### src/rtl/lcd_vframe_pkg.sv
package lcd_vframe_pkg;

  typedef enum logic [1:0] {
    PH_SYNC   = 2'd0,
    PH_BACK   = 2'd1,
    PH_ACTIVE = 2'd2,
    PH_FRONT  = 2'd3
  } phase_t;

  // Commands from control to datapath
  typedef struct packed {
    logic latchCfg;
    logic clearCnt;
    logic incCnt;
  } ctrlStrobe_t;

  // Conditions reported by the datapath
  typedef struct packed {
    logic atLimit;
    logic backZero;
    logic frontZero;
  } dpStatus_t;

endpackage

### src/rtl/lcd_vframe_dp.sv
module lcd_vframe_dp
  import lcd_vframe_pkg::*;
#(
  parameter int SYNC_W  = 6,
  parameter int PORCH_W = 8,
  parameter int LINE_W  = 10
) (
  input  logic                clk,
  input  logic                rstN,
  input  ctrlStrobe_t         strobe,
  input  phase_t              phase,
  input  logic [SYNC_W-1:0]   cfgSyncWidth,
  input  logic [PORCH_W-1:0]  cfgBackPorch,
  input  logic [PORCH_W-1:0]  cfgFrontPorch,
  input  logic [LINE_W-1:0]   cfgLines,
  input  logic                cfgPulsedSync,
  output dpStatus_t           status,
  output logic                modeActive
);

  localparam int WIDE_A = (LINE_W > PORCH_W) ? LINE_W : PORCH_W;
  localparam int CNT_W  = (WIDE_A > SYNC_W) ? WIDE_A : SYNC_W;

  logic [SYNC_W-1:0]  syncWQ;
  logic [PORCH_W-1:0] backQ;
  logic [PORCH_W-1:0] frontQ;
  logic [LINE_W-1:0]  linesQ;
  logic               modeQ;
  logic [CNT_W-1:0]   lineCnt;
  logic [CNT_W-1:0]   limit;

  // Frame configuration, captured only at a frame boundary
  always_ff @(posedge clk or negedge rstN) begin
    if (!rstN) begin
      syncWQ <= '0;
      backQ  <= '0;
      frontQ <= '0;
      linesQ <= LINE_W'(1);
      modeQ  <= 1'b0;
    end else if (strobe.latchCfg) begin
      syncWQ <= cfgSyncWidth;
      backQ  <= cfgBackPorch;
      frontQ <= cfgFrontPorch;
      linesQ <= (cfgLines == '0) ? LINE_W'(1) : cfgLines;
      modeQ  <= cfgPulsedSync;
    end
  end

  // Line counter shared by all phases
  always_ff @(posedge clk or negedge rstN) begin
    if (!rstN)               lineCnt <= '0;
    else if (strobe.clearCnt) lineCnt <= '0;
    else if (strobe.incCnt)   lineCnt <= lineCnt + CNT_W'(1);
  end

  // Last count value of the current phase
  always_comb begin
    case (phase)
      PH_SYNC:   limit = CNT_W'(syncWQ);
      PH_BACK:   limit = CNT_W'(backQ) - CNT_W'(1);
      PH_ACTIVE: limit = CNT_W'(linesQ) - CNT_W'(1);
      default:   limit = CNT_W'(frontQ) - CNT_W'(1);
    endcase
  end

  assign status.atLimit   = (lineCnt == limit);
  assign status.backZero  = (backQ == '0);
  assign status.frontZero = (frontQ == '0);
  assign modeActive       = modeQ;

  // captured fields hold between frame boundaries
  a_r11_cfg_hold: assert property (@(posedge clk) disable iff (!rstN)
    !strobe.latchCfg |=> $stable({syncWQ, backQ, frontQ, linesQ, modeQ}));

  // counter stays within the current phase's length
  a_r6_cnt_in_range: assert property (@(posedge clk) disable iff (!rstN)
    lineCnt <= limit);

endmodule

### src/rtl/lcd_vframe_ctrl.sv
module lcd_vframe_ctrl
  import lcd_vframe_pkg::*;
(
  input  logic        clk,
  input  logic        rstN,
  input  logic        enable,
  input  logic        lineEnd,
  input  dpStatus_t   status,
  output ctrlStrobe_t strobe,
  output phase_t      phase,
  output logic        running,
  output logic        frameStart,
  output logic        frameEnd
);

  phase_t nextPhase;
  logic   nextRun;
  logic   startNext;
  logic   endNext;

  always_comb begin
    strobe    = '0;
    nextPhase = phase;
    nextRun   = running;
    startNext = 1'b0;
    endNext   = 1'b0;
    if (!enable) begin
      nextPhase       = PH_SYNC;
      nextRun         = 1'b0;
      strobe.clearCnt = 1'b1;
    end else if (lineEnd) begin
      if (!running) begin
        nextRun         = 1'b1;
        strobe.latchCfg = 1'b1;
        strobe.clearCnt = 1'b1;
      end else if (!status.atLimit) begin
        strobe.incCnt = 1'b1;
      end else begin
        strobe.clearCnt = 1'b1;
        case (phase)
          PH_SYNC: begin
            if (status.backZero) begin
              nextPhase = PH_ACTIVE;
              startNext = 1'b1;
            end else begin
              nextPhase = PH_BACK;
            end
          end
          PH_BACK: begin
            nextPhase = PH_ACTIVE;
            startNext = 1'b1;
          end
          PH_ACTIVE: begin
            if (status.frontZero) begin
              nextPhase       = PH_SYNC;
              endNext         = 1'b1;
              strobe.latchCfg = 1'b1;
            end else begin
              nextPhase = PH_FRONT;
            end
          end
          default: begin
            nextPhase       = PH_SYNC;
            endNext         = 1'b1;
            strobe.latchCfg = 1'b1;
          end
        endcase
      end
    end
  end

  always_ff @(posedge clk or negedge rstN) begin
    if (!rstN) begin
      phase      <= PH_SYNC;
      running    <= 1'b0;
      frameStart <= 1'b0;
      frameEnd   <= 1'b0;
    end else begin
      phase      <= nextPhase;
      running    <= nextRun;
      frameStart <= startNext;
      frameEnd   <= endNext;
    end
  end

  // nothing moves between line strobes
  a_r13_hold_between_lines: assert property (@(posedge clk) disable iff (!rstN)
    (enable && !lineEnd) |=> ($stable(phase) && $stable(running)));

  // disable forces idle one cycle later
  a_r12_disable_idle: assert property (@(posedge clk) disable iff (!rstN)
    !enable |=> (phase == PH_SYNC && !running && !frameStart && !frameEnd));

  // start strobe coincides with the first active line
  a_r9_start_in_active: assert property (@(posedge clk) disable iff (!rstN)
    frameStart |-> (phase == PH_ACTIVE && running));

  // end strobe coincides with the new frame's sync phase
  a_r10_end_in_sync: assert property (@(posedge clk) disable iff (!rstN)
    frameEnd |-> (phase == PH_SYNC && running));

  // the two strobes never overlap
  a_r10_strobes_apart: assert property (@(posedge clk) disable iff (!rstN)
    $countones({frameStart, frameEnd}) <= 1);

endmodule

### src/rtl/lcd_vframe_timer.sv
module lcd_vframe_timer
  import lcd_vframe_pkg::*;
#(
  parameter int SYNC_W  = 6,
  parameter int PORCH_W = 8,
  parameter int LINE_W  = 10
) (
  input  logic               clk,
  input  logic               rstN,
  input  logic               enable,
  input  logic               lineEnd,
  input  logic [SYNC_W-1:0]  cfgSyncWidth,
  input  logic [PORCH_W-1:0] cfgBackPorch,
  input  logic [PORCH_W-1:0] cfgFrontPorch,
  input  logic [LINE_W-1:0]  cfgLines,
  input  logic               cfgPulsedSync,
  output logic               vSync,
  output logic               lineActive,
  output logic               frameStart,
  output logic               frameEnd
);

  ctrlStrobe_t strobe;
  dpStatus_t   status;
  phase_t      phase;
  logic        running;
  logic        modeActive;

  lcd_vframe_ctrl uCtrl (
    .clk        (clk),
    .rstN       (rstN),
    .enable     (enable),
    .lineEnd    (lineEnd),
    .status     (status),
    .strobe     (strobe),
    .phase      (phase),
    .running    (running),
    .frameStart (frameStart),
    .frameEnd   (frameEnd)
  );

  lcd_vframe_dp #(
    .SYNC_W  (SYNC_W),
    .PORCH_W (PORCH_W),
    .LINE_W  (LINE_W)
  ) uDp (
    .clk           (clk),
    .rstN          (rstN),
    .strobe        (strobe),
    .phase         (phase),
    .cfgSyncWidth  (cfgSyncWidth),
    .cfgBackPorch  (cfgBackPorch),
    .cfgFrontPorch (cfgFrontPorch),
    .cfgLines      (cfgLines),
    .cfgPulsedSync (cfgPulsedSync),
    .status        (status),
    .modeActive    (modeActive)
  );

  assign vSync      = running && (phase == PH_SYNC) && modeActive;
  assign lineActive = (phase == PH_ACTIVE);

  // idle means sitting in the sync phase
  a_r1_idle_in_sync: assert property (@(posedge clk) disable iff (!rstN)
    !running |-> (phase == PH_SYNC));

endmodule

### config.mk
export PLATFORM = sky130hd
export DESIGN_NAME = lcd_vframe_timer
export DESIGN_NICKNAME = d
export VERILOG_FILES = /design/src/rtl/lcd_vframe_pkg.sv /design/src/rtl/lcd_vframe_dp.sv /design/src/rtl/lcd_vframe_ctrl.sv /design/src/rtl/lcd_vframe_timer.sv
export SDC_FILE = /design/constraint.sdc
export NUM_CORES = 1
export LEC_CHECK = 0
export BUFFER_PORTS_ARGS = -buffer_cell sky130_fd_sc_hd__buf_2
export CORE_ASPECT_RATIO = 1.75
export CORE_MARGIN = 2
export CORE_UTILIZATION = 50
export DETAILED_ROUTE_END_ITERATION = 16
export MAX_ROUTING_LAYER = met4
export PLACE_DENSITY = 0.7
export SETUP_SLACK_MARGIN = 0.02
export SLEW_MARGIN = 30
export SYNTH_ARGS = -nofsm -noshare
export SYNTH_HDL_FRONTEND = slang
export SYNTH_SLANG_ARGS = --single-unit
### constraint.sdc
create_clock -name clk -period 5.29 [get_ports clk]
set_input_delay 0.2645 -clock clk [delete_from_list [all_inputs] [get_ports clk]]
set_output_delay 0.2645 -clock clk [all_outputs]
set_load 0.02 [all_outputs]
Yosys cells after proc, flatten, opt, wreduce, memory -nomap -nowiden
Index checks and enable logic that the tools add are counted.
{ "op_classes": {"n_addsub": 4, "eq_ne": 6, "muxes": 33, "reduce_logical": 9} }
{ "ops": {"columns": ["operator", "n"], "rows": [
  ["10-bit 2-to-1 mux", 3],
  ["10-bit one-hot mux with 3 select lines", 1],
  ["8-bit by 1-bit subtractor with 9-bit output (second input constant)", 2],
  ["1-bit 2-to-1 mux", 17],
  ["8-bit zero test", 2],
  ["2-bit 2-to-1 mux", 8],
  ["10-bit by 1-bit adder with 10-bit output (second input constant)", 1],
  ["10-bit equality test", 1],
  ["10-bit zero test", 1],
  ["10-bit by 1-bit subtractor with 10-bit output (second input constant)", 1],
  ["2-bit by 1-bit != test with 1-bit output (second input constant)", 3],
  ["2-bit one-hot mux with 3 select lines", 1],
  ["1-bit one-hot mux with 2 select lines", 2],
  ["3-bit 2-to-1 mux", 1],
  ["3-bit AND reduction", 1],
  ["2-bit by 1-bit equality test with 1-bit output (second input constant)", 1],
  ["2-bit equality test (second input constant)", 1],
  ["1-bit logical AND", 2],
  ["2-bit zero test", 1],
  ["2-bit nonzero test", 1],
  ["2-bit OR reduction", 1]
]} }
{ "word_totals": {"register_bits": 48, "in_bits": 37, "output_inout_bits": 4, "word_cells": 62} }

Depth between registers and ports, before layout
{ "depth": {"word_depth": 9, "mapped_depth": 12, "mapped_depth_nobuf": 10} }

Cells and area by module
From an unflattened synthesis, not the netlist that was laid out.
{ "unflattened": {"cells_unflattened": 280, "area_unflattened_um2": 2889.0} }
{ "by_module_without_submodules": {"columns": ["module", "instances", "cells_per_inst", "area_each_um2", "seq_area_each_um2"], "rows": [
  ["lcd_vframe_dp", 1, 253, 2613.8, 1077.3],
  ["lcd_vframe_ctrl", 1, 25, 254.0, 125.1],
  ["lcd_vframe_timer", 1, 2, 21.3, 0.0]
]} }

Least setup slack after synthesis
Ideal clock, no wire load.
{ "synth_path": {"path_kind": "register to register", "startpoint": "register uDp.linesQ[2]", "endpoint": "register uDp.backQ[0]", "setup_ns": 0.125, "arrival_ns": 3.197, "required_ns": 5.165, "setup_slack_ns": 1.968, "path_stages_with_launch": 10, "n_path_buf": 1, "synth_period_minus_slack_ns": 3.322, "path_cell_list": "dfrtp_1 -> or4_4 -> or4_4 -> nand3_1 -> or4b_1 -> a21oi_2 -> nor2_1 -> o32ai_4 -> buf_6 -> mux2_2"} }
{ "synth_between": {"elab_chain_cells": 7} }
{ "synth_rtl": {"columns": ["item", "line", "rtl"], "rows": [
  ["start: declaration", "lcd_vframe_dp.sv:27", "logic [LINE_W-1:0] linesQ;"],
  ["start signal: assignment", "lcd_vframe_dp.sv:44", "linesQ <= (cfgLines == '0) ? LINE_W'(1) : cfgLines;"],
  ["10-bit by 1-bit subtractor with 10-bit output", "lcd_vframe_dp.sv:61", "PH_ACTIVE: limit = CNT_W'(linesQ) - CNT_W'(1);"],
  ["10-bit one-hot mux with 3 select lines", "lcd_vframe_dp.sv:58", "case (phase)"],
  ["10-bit equality test", "lcd_vframe_dp.sv:66", "assign status.atLimit = (lineCnt == limit);"],
  ["2-bit 2-to-1 mux", "lcd_vframe_ctrl.sv:36", "end else if (!status.atLimit) begin"],
  ["2-bit 2-to-1 mux", "lcd_vframe_ctrl.sv:32", "if (!running) begin"],
  ["3-bit 2-to-1 mux", "lcd_vframe_ctrl.sv:31", "end else if (lineEnd) begin"],
  ["1-bit 2-to-1 mux", "lcd_vframe_ctrl.sv:27", "if (!enable) begin"],
  ["end signal: assignment", "lcd_vframe_dp.sv:42", "backQ <= cfgBackPorch;"],
  ["end: declaration", "lcd_vframe_dp.sv:25", "logic [PORCH_W-1:0] backQ;"]
]} }
No other way between the ends.
A chain may end at the register's enable or synchronous reset.

Final worst setup path
{ "layout_path": {"startpoint": "register uCtrl.phase[1]", "endpoint": "register uDp.linesQ[7]"} }
{ "layout_between": {"elab_chain_cells": 7, "elab_cells_between_ends": 11, "cone_classes": "eq/ne: 3; mux: 6; reduce/logical: 2"} }
{ "layout_rtl": {"columns": ["item", "line", "rtl"], "rows": [
  ["start: declaration", "lcd_vframe_ctrl.sv:10", "output phase_t phase,"],
  ["start signal: assignment", "lcd_vframe_ctrl.sv:79", "phase <= nextPhase;"],
  ["2-bit equality test (tied with other cells)", "lcd_vframe_dp.sv:58, lcd_vframe_ctrl.sv:40", null],
  ["10-bit one-hot mux with 3 select lines or 2-bit OR reduction (tied branches)", null, null],
  ["10-bit equality test or 1-bit one-hot mux with 2 select lines (tied branches)", "lcd_vframe_dp.sv:66, lcd_vframe_ctrl.sv:40", null],
  ["2-bit 2-to-1 mux *", "lcd_vframe_ctrl.sv:36", null],
  ["2-bit 2-to-1 mux *", "lcd_vframe_ctrl.sv:32", null],
  ["3-bit 2-to-1 mux *", "lcd_vframe_ctrl.sv:31", null],
  ["1-bit 2-to-1 mux *", "lcd_vframe_ctrl.sv:27", null]
]} }
Every way passes the cells marked *; elsewhere a longest branch is shown, timed or not.

==> results.toml <==
[status]
status = "finished clean"

[setup_path]
crit_slowest_cell = "dfrtp_1"
cp_max_fo = 33
endpoint_kind = "flip-flop"
worst-r2r-setup-slack_ns = 1.56
cp-start-kind = "flip-flop"
arrival_ns = 3.92
path_class = "reg -> reg"
ff2ff_path_depth = 9
r2r_start = "uCtrl.phase[1]$_DFFE_PN0P_"
cp_data_required_time_ns = 5.48
r2r_end = "uDp.linesQ[7]$_DFFE_PN0P_"
path_cells = "or3b_2 -> or4_4 -> nand3_1 -> or4b_1 -> a21oi_2 -> nor2_1 -> o32ai_4 -> buf_4 -> mux2_2"
crit_path_max_incr_delay_ns = 0.77

[yosys]
synth_cell_type_count = 48
ys_warn_count = 0
synth-seq-cells = 48
synth_edf_count = 0
synth.cell_area_mm2 = 0.00289
ys.flop_type = "dfrtp_1"
ys_seq_area_frac = 0.417
ys_top_cells_by_area = "dfrtp_1 (41%), mux2_2 (11%), nand2_1 (3.4%)"
yosysTopAreaCellShare = 0.408
syn_area_per_cell_um2 = 10.1
netlist_instances = 287
async_reset_ff_frac = 1.00
synth_top_area_cell = "dfrtp_1"
syn_nets = 328

[cts]
clockRootBuffer = "clkbuf_8"
cts_tree = "built"
clk_pin_slew_ns = 0.09
hold_buffers = 1
cts_resized = 0
cts.sink_count = 48
clk_path_buf_depth = 2
cts_buffers = 5
post_cts_buffers = 0
insertion_delay_ns = 0.31
htreeDepth = 2

[global_route]
first_global_vias = 2271
grt_overflow_total = 0
grt_antenna_before_repair = 0
grt_pass1_wl_mm = 10.5
grt_max_degree = 49
grt_use_total = 0.220

[layout]
areaGrowthSynthToFinish_pct = 12.8
drive_above_1_share = 0.274
num-nets-final = 369
fillCellCount = 531
antenna_cells = 0
final_area_mm2 = 0.00326

[timing]
hold_violations = 0
rsz0062_at_grt = "false"
setup_viol = 0
max_freq_mhz = 268
fin_crit_ns = 3.73
drv_slew = 0
tns_ns = 0
slew-limit-headroom = 0.539
final.period_utilization = 0.705
max_slew.worst_pin.slew_ns = 0.690
skew_ns = 0.0100

[min_path]
hold_depth = 2
worstHoldStart = "cfgFrontPorch[4]"
min_path_type = "in -> reg"
hold_path_end = "uDp.frontQ[4]$_DFFE_PN0P_"

[placed_design]
hpwl_mm = 4.85
place.gp.congestion = 0.927
placedInstanceArea_mm2 = 0.00314
port-buffer-count = 40

[floorplanning]
start_util = 0.517
placementRows = 36
die_area_mm2 = 0.00642
die_h_um = 104
coreArea_mm2 = 0.00559
ios = 41
fp.dieW_um = 61.4

[routing]
vias = 2295
drc = 0
drt_first_iter_violations = 88
dr.pass1.iters = 4
avgViaCountPerCell = 5.67
ant_nets = 0
routed_wl_mm = 6.33
wire_per_inst_um = 15.6

[run]
cap_violations = 0

[pwr]
vdd_ir_drop_max_v = 0.000203
p_per_area_mw_per_mm2 = 289
p_leak_nw = 1.36
-- flip-flops by register name, indices dropped and copies added, names as in the netlist --
register	flops
uCtrl.running	1
uDp.lineCnt	10
uDp.linesQ	10
uCtrl.frameStart	1
uDp.backQ	8
uDp.modeActive	1
uCtrl.frameEnd	1
uCtrl.phase	2
uDp.syncWQ	6
uDp.frontQ	8
-- routing by layer --
metal / wire length (um) / up-vias / GRT usage
met5: 0 / - / -
met3: 129 / 13 / 0.0261
met2: 3490 / 34 / 0.380
met4: 150 / 0 / 0.0729
li1: - / 1138 / -
met1: 2560 / 1110 / 0.253
-- where the power goes --
part	switching, mW	internal [mW]	leakage (nW)
clock network	0.121	0.140	0.0552
registers	0.0552	0.418	0.595
logic	0.0990	0.107	0.711
total	0.275	0.665	1.36
-- layout make-up --
class / instances / area (um^2) / area share
clock buffer: 6 / 72.6 / 0.0223
timing repair buffer: 42 / 220 / 0.0676
tap: 76 / 95.1 / 0.0292
multi-input combinational: 217 / 1580 / 0.485
inverter: 14 / 52.6 / 0.0161
sequential: 48 / 1200 / 0.369
clock inverter: 2 / 35.0 / 0.0108
-- critical path, delay by kind of cell (launching register included) --
family	cells	cell delay [ns]
AND/OR/NAND/NOR	5	1.57
flip-flops	1	0.77
AO/OA/AOI/OAI	2	0.45
buffers and inverters	1	0.41
multiplexers	1	0.39
-- stage by stage --
stage                     cells   util  hold WS [ns]  setup WS (ns)  total power, mW
final                       405  0.583         0.173           1.56            0.940
after global placement      396  0.561         0.481           1.60            0.676
after global routing        405  0.583         0.179           1.34            0.989
after detailed placement    396  0.562         0.311           1.58            0.685
after floorplan             287      -       -0.0311           1.97            0.614
after CTS                   405  0.583         0.172           1.55            0.946
-- cell families after synthesis --
family,after synthesis,share of synthesized area
adder cells (fa/ha/maj),4,0.0173
flip-flops,48,0.417
AND/OR/NAND/NOR,99,0.186
multiplexers,36,0.147
AO/OA/AOI/OAI,59,0.139
buffers and inverters,22,0.0364
XOR/XNOR,19,0.0577
-- worst max-delay path by stage --
stage                                           end                        from  slack (ns)
after global routing      uDp.linesQ[9]$_DFFE_PN0P_    uDp.backQ[2]$_DFFE_PN0P_        1.34
after detailed placement  uDp.syncWQ[0]$_DFFE_PN0P_  uCtrl.phase[1]$_DFFE_PN0P_        1.58
after global placement    uDp.linesQ[8]$_DFFE_PN0P_  uCtrl.phase[1]$_DFFE_PN0P_        1.60
after CTS                 uDp.linesQ[7]$_DFFE_PN0P_  uCtrl.phase[1]$_DFFE_PN0P_        1.55
final                     uDp.linesQ[7]$_DFFE_PN0P_  uCtrl.phase[1]$_DFFE_PN0P_        1.56
after floorplan            uDp.backQ[0]$_DFFE_PN0P_   uDp.linesQ[2]$_DFFE_PN0P_        1.97
-- Yosys cell counts, drive strengths merged, types with 4 or more instances --
master   n
ha       4
nor2    16
inv     14
nor3     9
a21oi   12
xnor2    9
nand2b   5
nand2   26
and3     5
dfrtp   47
or4      7
nor4     4
or3      6
clkbuf   5
nand3    4
a31oi    4
o21ai   17
xor2    10
o211ai   5
mux2    32
-- layout by cell type (no fill, tap or decap), types with 2 or more instances in the layout --
cell type  count
nor4_1         4
o21ai_0       15
a31oi_1        4
xor2_1        10
nand2_1       26
a221oi_1       3
or3_1          6
a311oi_1       3
or4_1          5
o31ai_1        3
o22ai_1        2
a21oi_1       11
nor3_1         9
or3b_2         2
mux4_2         2
nor2_1        16
mux2_1         3
or2_2          3
or4_4          2
o21ai_1        2
clkbuf_8       5
o311ai_0       3
nand3_1        4
and3_1         5
buf_2         39
nand2b_1       5
o21a_1         3
xnor2_1        9
o211ai_1       5
inv_1         14
buf_4          2
mux2i_1        2
mux2_2        29
ha_1           4
nor3b_1        3
nand4_1        2
dfrtp_1       47
and2_1         2
(Power assumes the default switching activity.)
